[src/rtl/rep_pkg.sv]
package rep_pkg;
  typedef enum logic {FORM_EARLY = 1'b0, FORM_LATE = 1'b1} form_e;
  // spacer slots between the command and the first body instruction
  localparam int GAP_EARLY = 1;
  localparam int GAP_LATE  = 3;
endpackage

[src/rtl/rep_bounds.sv]
module rep_bounds
  import rep_pkg::*;
#(
  parameter int PC_W  = 16,
  parameter int LEN_W = 8
) (
  input  logic [PC_W-1:0]  cmd_pc,
  input  form_e            form,
  input  logic [LEN_W-1:0] len,
  output logic [PC_W-1:0]  body_start,
  output logic [PC_W-1:0]  body_last
);
  localparam logic [PC_W-1:0] OFS_EARLY = PC_W'(GAP_EARLY + 1);
  localparam logic [PC_W-1:0] OFS_LATE  = PC_W'(GAP_LATE + 1);

  logic [PC_W-1:0] len_ext;

  generate
    if (LEN_W < PC_W) begin : g_pad
      assign len_ext = {{(PC_W-LEN_W){1'b0}}, len};
    end else begin : g_trim
      assign len_ext = len[PC_W-1:0];
    end
  endgenerate

  always_comb begin
    body_start = cmd_pc + ((form == FORM_LATE) ? OFS_LATE : OFS_EARLY);
    body_last  = body_start + len_ext - PC_W'(1);
  end
endmodule

[src/rtl/rep_gate.sv]
module rep_gate
  import rep_pkg::*;
#(
  parameter int CNT_W = 16,
  parameter int LEN_W = 8
) (
  input  form_e            form,
  input  logic             cond,
  input  logic             cnt_reg,
  input  logic [CNT_W-1:0] count,
  input  logic [LEN_W-1:0] len,
  output logic             arm_ok
);
  logic form_ok;
  always_comb begin
    // late form honours its condition; early form cannot read a register count
    form_ok = (form == FORM_LATE) ? cond : !cnt_reg;
    arm_ok  = form_ok && (count != '0) && (len != '0);
  end
endmodule

[src/rtl/rep_iter.sv]
module rep_iter #(
  parameter int CNT_W = 16
) (
  input  logic             clk,
  input  logic             rst_n,
  input  logic             load,
  input  logic [CNT_W-1:0] load_val,
  input  logic             dec,
  output logic             final_pass
);
  logic [CNT_W-1:0] remain_q;

  always_ff @(posedge clk or negedge rst_n) begin
    if (!rst_n)    remain_q <= '0;
    else if (load) remain_q <= load_val;
    else if (dec)  remain_q <= remain_q - CNT_W'(1);
  end

  assign final_pass = (remain_q == CNT_W'(1));
endmodule

[src/rtl/repeat_ctrl.sv]
module repeat_ctrl
  import rep_pkg::*;
#(
  parameter int PC_W  = 16,
  parameter int CNT_W = 16,
  parameter int LEN_W = 8
) (
  input  logic             clk,
  input  logic             rst_n,
  input  logic             cmd_valid,
  input  logic             cmd_late,
  input  logic             cmd_cond,
  input  logic             cmd_cnt_reg,
  input  logic [CNT_W-1:0] cmd_count,
  input  logic [LEN_W-1:0] cmd_len,
  input  logic             ret_valid,
  input  logic [PC_W-1:0]  ret_pc,
  input  logic             ret_branch,
  output logic             redir_valid,
  output logic [PC_W-1:0]  redir_pc,
  output logic             busy
);
  form_e           form;
  logic [PC_W-1:0] nxt_start, nxt_last;
  logic            arm_ok, final_pass;
  logic            armed_q, redir_q;
  logic [PC_W-1:0] start_q, last_q, redir_pc_q;
  logic            accept, cancel, at_end;

  assign form = form_e'(cmd_late);

  rep_bounds #(.PC_W(PC_W), .LEN_W(LEN_W)) u_bounds (
    .cmd_pc(ret_pc), .form(form), .len(cmd_len),
    .body_start(nxt_start), .body_last(nxt_last)
  );

  rep_gate #(.CNT_W(CNT_W), .LEN_W(LEN_W)) u_gate (
    .form(form), .cond(cmd_cond), .cnt_reg(cmd_cnt_reg),
    .count(cmd_count), .len(cmd_len), .arm_ok(arm_ok)
  );

  always_comb begin
    accept = cmd_valid && ret_valid;
    cancel = !accept && armed_q && ret_valid && ret_branch;
    at_end = !accept && !cancel && armed_q && ret_valid && (ret_pc == last_q);
  end

  rep_iter #(.CNT_W(CNT_W)) u_iter (
    .clk(clk), .rst_n(rst_n), .load(accept), .load_val(cmd_count),
    .dec(at_end), .final_pass(final_pass)
  );

  always_ff @(posedge clk or negedge rst_n) begin
    if (!rst_n) begin
      armed_q    <= 1'b0;
      redir_q    <= 1'b0;
      start_q    <= '0;
      last_q     <= '0;
      redir_pc_q <= '0;
    end else begin
      redir_q <= 1'b0;
      if (accept) begin
        armed_q <= arm_ok;
        start_q <= nxt_start;
        last_q  <= nxt_last;
      end else if (cancel) begin
        armed_q <= 1'b0;
      end else if (at_end) begin
        redir_q    <= !final_pass;
        redir_pc_q <= start_q;
        if (final_pass) armed_q <= 1'b0;
      end
    end
  end

  assign redir_valid = redir_q;
  assign redir_pc    = redir_pc_q;
  assign busy        = armed_q;
endmodule

[config.mk]
export PLATFORM = sky130hd
export DESIGN_NAME = repeat_ctrl
export DESIGN_NICKNAME = d
export VERILOG_FILES = /design/src/rtl/rep_pkg.sv /design/src/rtl/rep_bounds.sv /design/src/rtl/rep_gate.sv /design/src/rtl/rep_iter.sv /design/src/rtl/repeat_ctrl.sv
export SDC_FILE = /design/constraint.sdc
export NUM_CORES = 1
export LEC_CHECK = 0
export BUFFER_PORTS_ARGS = -buffer_cell sky130_fd_sc_hd__buf_2
export CORE_ASPECT_RATIO = 0.6
export CORE_MARGIN = 8
export CORE_UTILIZATION = 40
export DETAILED_ROUTE_END_ITERATION = 8
export GPL_TIMING_DRIVEN = 0
export PLACE_DENSITY = 0.7
export SYNTH_ARGS = -nofsm -noshare
export SYNTH_HDL_FRONTEND = slang
export SYNTH_SLANG_ARGS = --single-unit
export TNS_END_PERCENT = 5
[constraint.sdc]
create_clock -name clk -period 2.68 [get_ports clk]
set_clock_uncertainty 0.1 [all_clocks]
set_input_delay 0.67 -clock clk [delete_from_list [all_inputs] [get_ports clk]]
set_output_delay 0.67 -clock clk [all_outputs]
set_load 0.01 [all_outputs]
After elaboration in Yosys (flattened, before gate mapping)
Index checks and enable logic that the tools add are counted.
W data, S select, Z words.
- register bits: 66
- bits of input ports: 48
- word-level logic and storage cells: 46
- $add $sub $neg: 4
- reductions and logical operators: 21
- bitwise logic cells: 2
- muxes and demuxes: 11
- equality and inequality tests: 2
- operator list (operator ; number):
    $mux W16 ; 2
    $sub A16 B1 Y16 const B ; 2
    $add A16 B16 Y16 ; 1
    $add A16 B8 Y16 ; 1
    $eq A16 B1 Y1 const B ; 1
    $eq A16 B16 Y1 ; 1
    $reduce_bool A16 Y1 ; 1
    $logic_and A1 B1 Y1 ; 10
    $mux W1 ; 8
    $reduce_bool A8 Y1 ; 1
    $reduce_bool A3 Y1 ; 2
    $logic_not A1 Y1 ; 4
    $mux W3 ; 1
    $reduce_and A3 Y1 ; 1
    $not A1 Y1 ; 2
    $reduce_and A2 Y1 ; 1
    $reduce_bool A2 Y1 ; 1

Logic depth before layout (Yosys ltp)
- word-level depth: 13
- depth in mapped cells: 15
- depth with buffers taken out: 15

Cells and area by module
Synthesis repeated with hierarchy kept, for this count alone.
- cells, all modules: 438
- area, all modules: 4500.6 um^2
- modules (own cells, without submodules) (module ; area an instance (um^2) ; instances ; cells an instance ; seq. area each (um^2)):
    repeat_ctrl ; 2114.5 ; 1 ; 135 ; 1251.2
    rep_bounds ; 1377.6 ; 1 ; 191 ; 0.0
    rep_iter ; 920.9 ; 1 ; 101 ; 400.4
    rep_gate ; 87.6 ; 1 ; 11 ; 0.0

Least setup slack after synthesis
Ideal clock, no wire load.
- kind: input to register
- start point: input cmd_late
- end point: register last_q[12]
- setup time: 0.125 ns
- data required time: 2.455 ns
- cell stages on the path: 15
- path buffers: 1
- arrival time: 3.481 ns
- path slack: -1.026 ns
- cells stage by stage: inv_1 ha_1 fa_1 and2_1 clkbuf_1 xnor2_1 ha_1 inv_1 ha_1 o21a_1 o21a_1 o22a_1 a31oi_1 xnor2_1 mux2_2
- cells in the longest elaborated chain, start to end: 4
- ends and longest elaborated chain (what ; RTL line ; source):
    start, declared ; repeat_ctrl.sv:11 ; input logic cmd_late,
    $mux W3 ; rep_bounds.sv:27 ; body_start = cmd_pc + ((form == FORM_LATE) ? OFS_LATE : OFS_EARLY);
    $add A16 B16 Y16 ; rep_bounds.sv:27 ;
    $add A16 B8 Y16 ; rep_bounds.sv:28 ; body_last = body_start + len_ext - PC_W'(1);
    $sub A16 B1 Y16 ; rep_bounds.sv:28 ;
    end signal, assigned ; repeat_ctrl.sv:65 ; last_q <= nxt_last;
    end, declared ; repeat_ctrl.sv:27 ; logic [PC_W-1:0] start_q, last_q, redir_pc_q;
No other way between the ends.
A chain may end at the register's enable or synchronous reset.

Worst setup path in the final report
Same ends and word-level chain as after synthesis.

==> run summary <==
The run gives 455 as the count of mapped cells out of synthesis. Buffers inserted during clock tree synthesis total 9. For the final core utilization, the log shows 0.5115. Summed over all layers, the global routing overflow is 0. Among the stages of the critical path, the cell type that occurs most often is sky130_fd_sc_hd__ha_4.

TritonCTS built the clock tree. After layout, the minimum clock period comes to 3.416 ns. By area the synthesized netlist is led by sky130_fd_sc_hd__dfrtp_1, sky130_fd_sc_hd__ha_1, sky130_fd_sc_hd__nand2_1, sky130_fd_sc_hd__mux2_2, sky130_fd_sc_hd__o21ai_0.

The run gives 0 as the max-slew violation total from the final report. The flow ran to the end, but the final reports show violations. The number of antenna violations at the first check in global routing is 0, and the clock tree buffer depth is 2. The via density per instance works out to 5.552. The tools report the share of power burned in registers as 0.379. The most critical setup path has its startpoint at cmd_late.

The part of the cycle the worst path needs is 1.275, and the source-to-sink clock delay at the later pin of the worst-skew pair is 0.34 ns. For this block, the routed nets add up to 12610 um of wire. The kind of cell with the highest combined delay along the critical path is compound AO/OA/AOI/OAI gates. The origin of the critical flop-to-flop path is last_q[6]$_DFFE_PN0P_. The run gives 292.8 MHz as the fmax.

The first global-routing pass estimated 19850 um of wire. Path type of the worst setup path: primary input to flip-flop. The net switching share of the total power was 0.3098. The combined buffer and inverter count along the critical path is 2, and the number of distinct standard cells referenced by the synthesized netlist is 54. For the worst setup path, the data arrival time is 3.54 ns. Worst slew margin relative to its limit: 0.4112. The power density of the placed cells works out to 610.6 nW/um^2.

Sorting the synthesized cells by how often they occur yields sky130_fd_sc_hd__dfrtp_1, sky130_fd_sc_hd__nand2_1, sky130_fd_sc_hd__inv_1. The logs give 0.002253 W for the internal power and 0.0003330 V for the peak supply drop. The standard cell with the maximum stage delay on the critical path was sky130_fd_sc_hd__a2111o_1.

STA classifies the critical path startpoint as a primary input. The net count of the finished layout is 611. The transition at the pin with the smallest max-transition slack came out at 0.8832 ns.

The part of the power in the clock network was 0.359; the mean post-synth cell area was 9.336 um^2. The number of antenna diodes in the final layout is 0. The detail route stage leaves a number of antenna-violating nets equal to 0.

Setup repair after global routing could not meet its margin everywhere. The sequential-to-total area share from yosys stat was 0.3888. Walking the worst path, the cells encountered are buf_12, inv_12, ha_4, fa_2, and2_4, nand3_2, xor2_4, ha_4, a2111o_1, a211o_1, a31oi_1, xnor2_1, mux2_4. At the worst endpoint, the required time is 2.80 ns.

The floorplan step defined a core boundary enclosing 10450 um^2. The routed layout has 3764 vias. The number of port buffers came out at 65. The global placement routability congestion is 0.9308, and the proportion of netlist area held by the largest area contributor is 0.3888. The horizontal extent of the die works out to 149.0 um. The checks that failed: negative setup slack.

Summed over all cells, the static leakage comes to 2.557 nW. The number of enable flip-flop cells after synthesis was 0. Entering global routing, the biggest net connects 67 pins. Total nets after synthesis: 531. Proportion of layout cells with a drive suffix above 1: 0.2690.

Setup violations remaining at the end of the flow were counted as 10. After the first detailed-routing iteration, the DRC count stood at 255. After detailed routing, the average wire length per cell comes to 18.60 um. Via count of the first global-routing pass: 3824. The largest stage delay on the critical path was 0.46 ns; the net switching power of the design was 0.001011 W.

Adding up every negative setup slack in the final design gives -5.345 ns. The register bit total from synthesis is 66. STA classifies the critical path endpoint as a flip-flop. During synthesis, Yosys emitted a total of 0 warnings.

Combinational share of power: 0.263. The count of boundary I/O pins is 66. The tools report the post-route total power as 0.003264 W. Across the run, the number of max-cap violations was 0. After clock tree synthesis, the clock-pin slew on the worst setup and hold paths is 0.06 ns. The global router's overall resource usage was 0.1781.

In the synthesized netlist the dominant register cell turns out to be sky130_fd_sc_hd__dfrtp_1. Most frequent cell after synthesis: sky130_fd_sc_hd__dfrtp_1. The smallest setup slack after layout was -0.7357 ns; the area added between synthesis and finish was 25.83%.

The path class of the lowest-slack min-delay path is primary input to async pin. For this run, design rule violations remaining after detail routing come to 0. Counting every sink on the clock net gives 66.

The cell sitting at the root of the clock tree is a sky130_fd_sc_hd__clkbuf_16. The starting utilization of the core area came out at 0.4065. The die covers 14280 um^2. The async set or reset register ratio after synthesis came out at 1.000. The H-tree generated during clock tree synthesis spans 3 levels.

The synthesized netlist occupies a cell area of 4248 um^2. Die extent in y: 95.83 um. Summed over all instances, the cell type with the most area after synthesis is sky130_fd_sc_hd__dfrtp_1. Row generation in the floorplan step produced 29 rows. For this run, the detailed router's first-pass iteration total came to 5. Detailed placement ended at an HPWL of 9253 um.

For the final count of hold timing violations, the log shows 0. The maximum net fanout on the critical path came out at 5.
-- power groups by stage --
stage          logic [W]  clock network (W)  registers, W
5_1_grt         0.000944            0.00123       0.00125
3_3_place_gp    0.000729                  0       0.00124
3_5_place_dp    0.000749                  0       0.00125
6_report        0.000857            0.00117       0.00124
2_1_floorplan   0.000531                  0       0.00123
4_1_cts         0.000808            0.00119       0.00123
-- cell usage in the layout (no fill, tap or decap), types with 5 or more instances in the layout --
cell type and instances:
sky130_fd_sc_hd__a21o_1 12, sky130_fd_sc_hd__clkbuf_16 9, sky130_fd_sc_hd__nor4_1 7, sky130_fd_sc_hd__nor3_1 8, sky130_fd_sc_hd__dfrtp_1 66, sky130_fd_sc_hd__o21ai_0 31, sky130_fd_sc_hd__nand3_1 15, sky130_fd_sc_hd__and3_1 5
sky130_fd_sc_hd__o31ai_1 5, sky130_fd_sc_hd__nand4_1 7, sky130_fd_sc_hd__o211ai_1 5, sky130_fd_sc_hd__a21oi_1 9, sky130_fd_sc_hd__nand2_1 53, sky130_fd_sc_hd__ha_1 19, sky130_fd_sc_hd__a31oi_1 5, sky130_fd_sc_hd__buf_4 6
sky130_fd_sc_hd__buf_2 64, sky130_fd_sc_hd__xnor2_1 16, sky130_fd_sc_hd__clkbuf_1 12, sky130_fd_sc_hd__mux2_2 17, sky130_fd_sc_hd__xor2_1 15, sky130_fd_sc_hd__nor2_1 12, sky130_fd_sc_hd__inv_1 36, sky130_fd_sc_hd__ha_4 6
sky130_fd_sc_hd__mux2i_1 7
-- timing repair --
action	in CTS	in global routing
hold buffers	0	0
buffers inserted	5	0
endpoints found under the setup margin	12	12
pin swaps	14	4
gates resized for setup	22	18
-- registers in the layout, summed over array words and instances (netlist names) --
name             flops
redir_pc            16
u_iter.remain_q     16
start_q             16
redir_valid          1
busy                 1
last_q              16
-- per-stage QoR --
stage          area, um^2  setup slack [ns]  hold slack (ns)  cells
4_1_cts              5266           -0.6448           0.3828    678
3_5_place_dp         4821            -1.369           0.3728    659
5_1_grt              5345           -0.7813           0.4078    678
6_report             5345           -0.7357           0.3216    678
2_1_floorplan        4319           -0.8035           0.2744    455
3_3_place_gp         4818            -1.358           0.3537    659
-- area by class of cell --
type | count | area (um^2)
plain buffers | 14 | 55.05
clock buffers | 12 | 246.5
clock inverters | 3 | 40.04
fillers | 970 | 5105
inverters | 39 | 158.9
multi-input cells | 335 | 2633
flip-flops and latches | 66 | 1652
well taps | 139 | 173.9
repair buffers | 70 | 386.6
-- per-layer routing --
metal / share of wire / global-route usage
met1: 0.46 / 0.2385
met2: 0.44 / 0.2717
met3: 0.089 / 0.05728
met4: 0.012 / 0.05180
met5: 0 / 0
-- final timing paths --
kind                                                        end  slack [ns]  cells past startpoint
worst max-delay path                     last_q[12]$_DFFE_PN0P_       -0.74                     13
worst min-delay path                     start_q[5]$_DFFE_PN0P_        0.32                      1
worst max register to register   u_iter.remain_q[5]$_DFFE_PN0P_        0.22                      7
worst min register to register          start_q[12]$_DFFE_PN0P_        0.38                      2
max in group asynchronous       u_iter.remain_q[13]$_DFFE_PN0P_        1.54                      1
min in group clk                        start_q[12]$_DFFE_PN0P_        0.38                      2
-- kinds of logic after synthesis --
family / share of synthesized area
simple gates: 0.1826
compound gates: 0.1479
buf+inv: 0.04831
mux: 0.06421
xor+xnor: 0.08218
fa+ha+maj: 0.08601
flops: 0.3888
(Power assumes the default switching activity.)
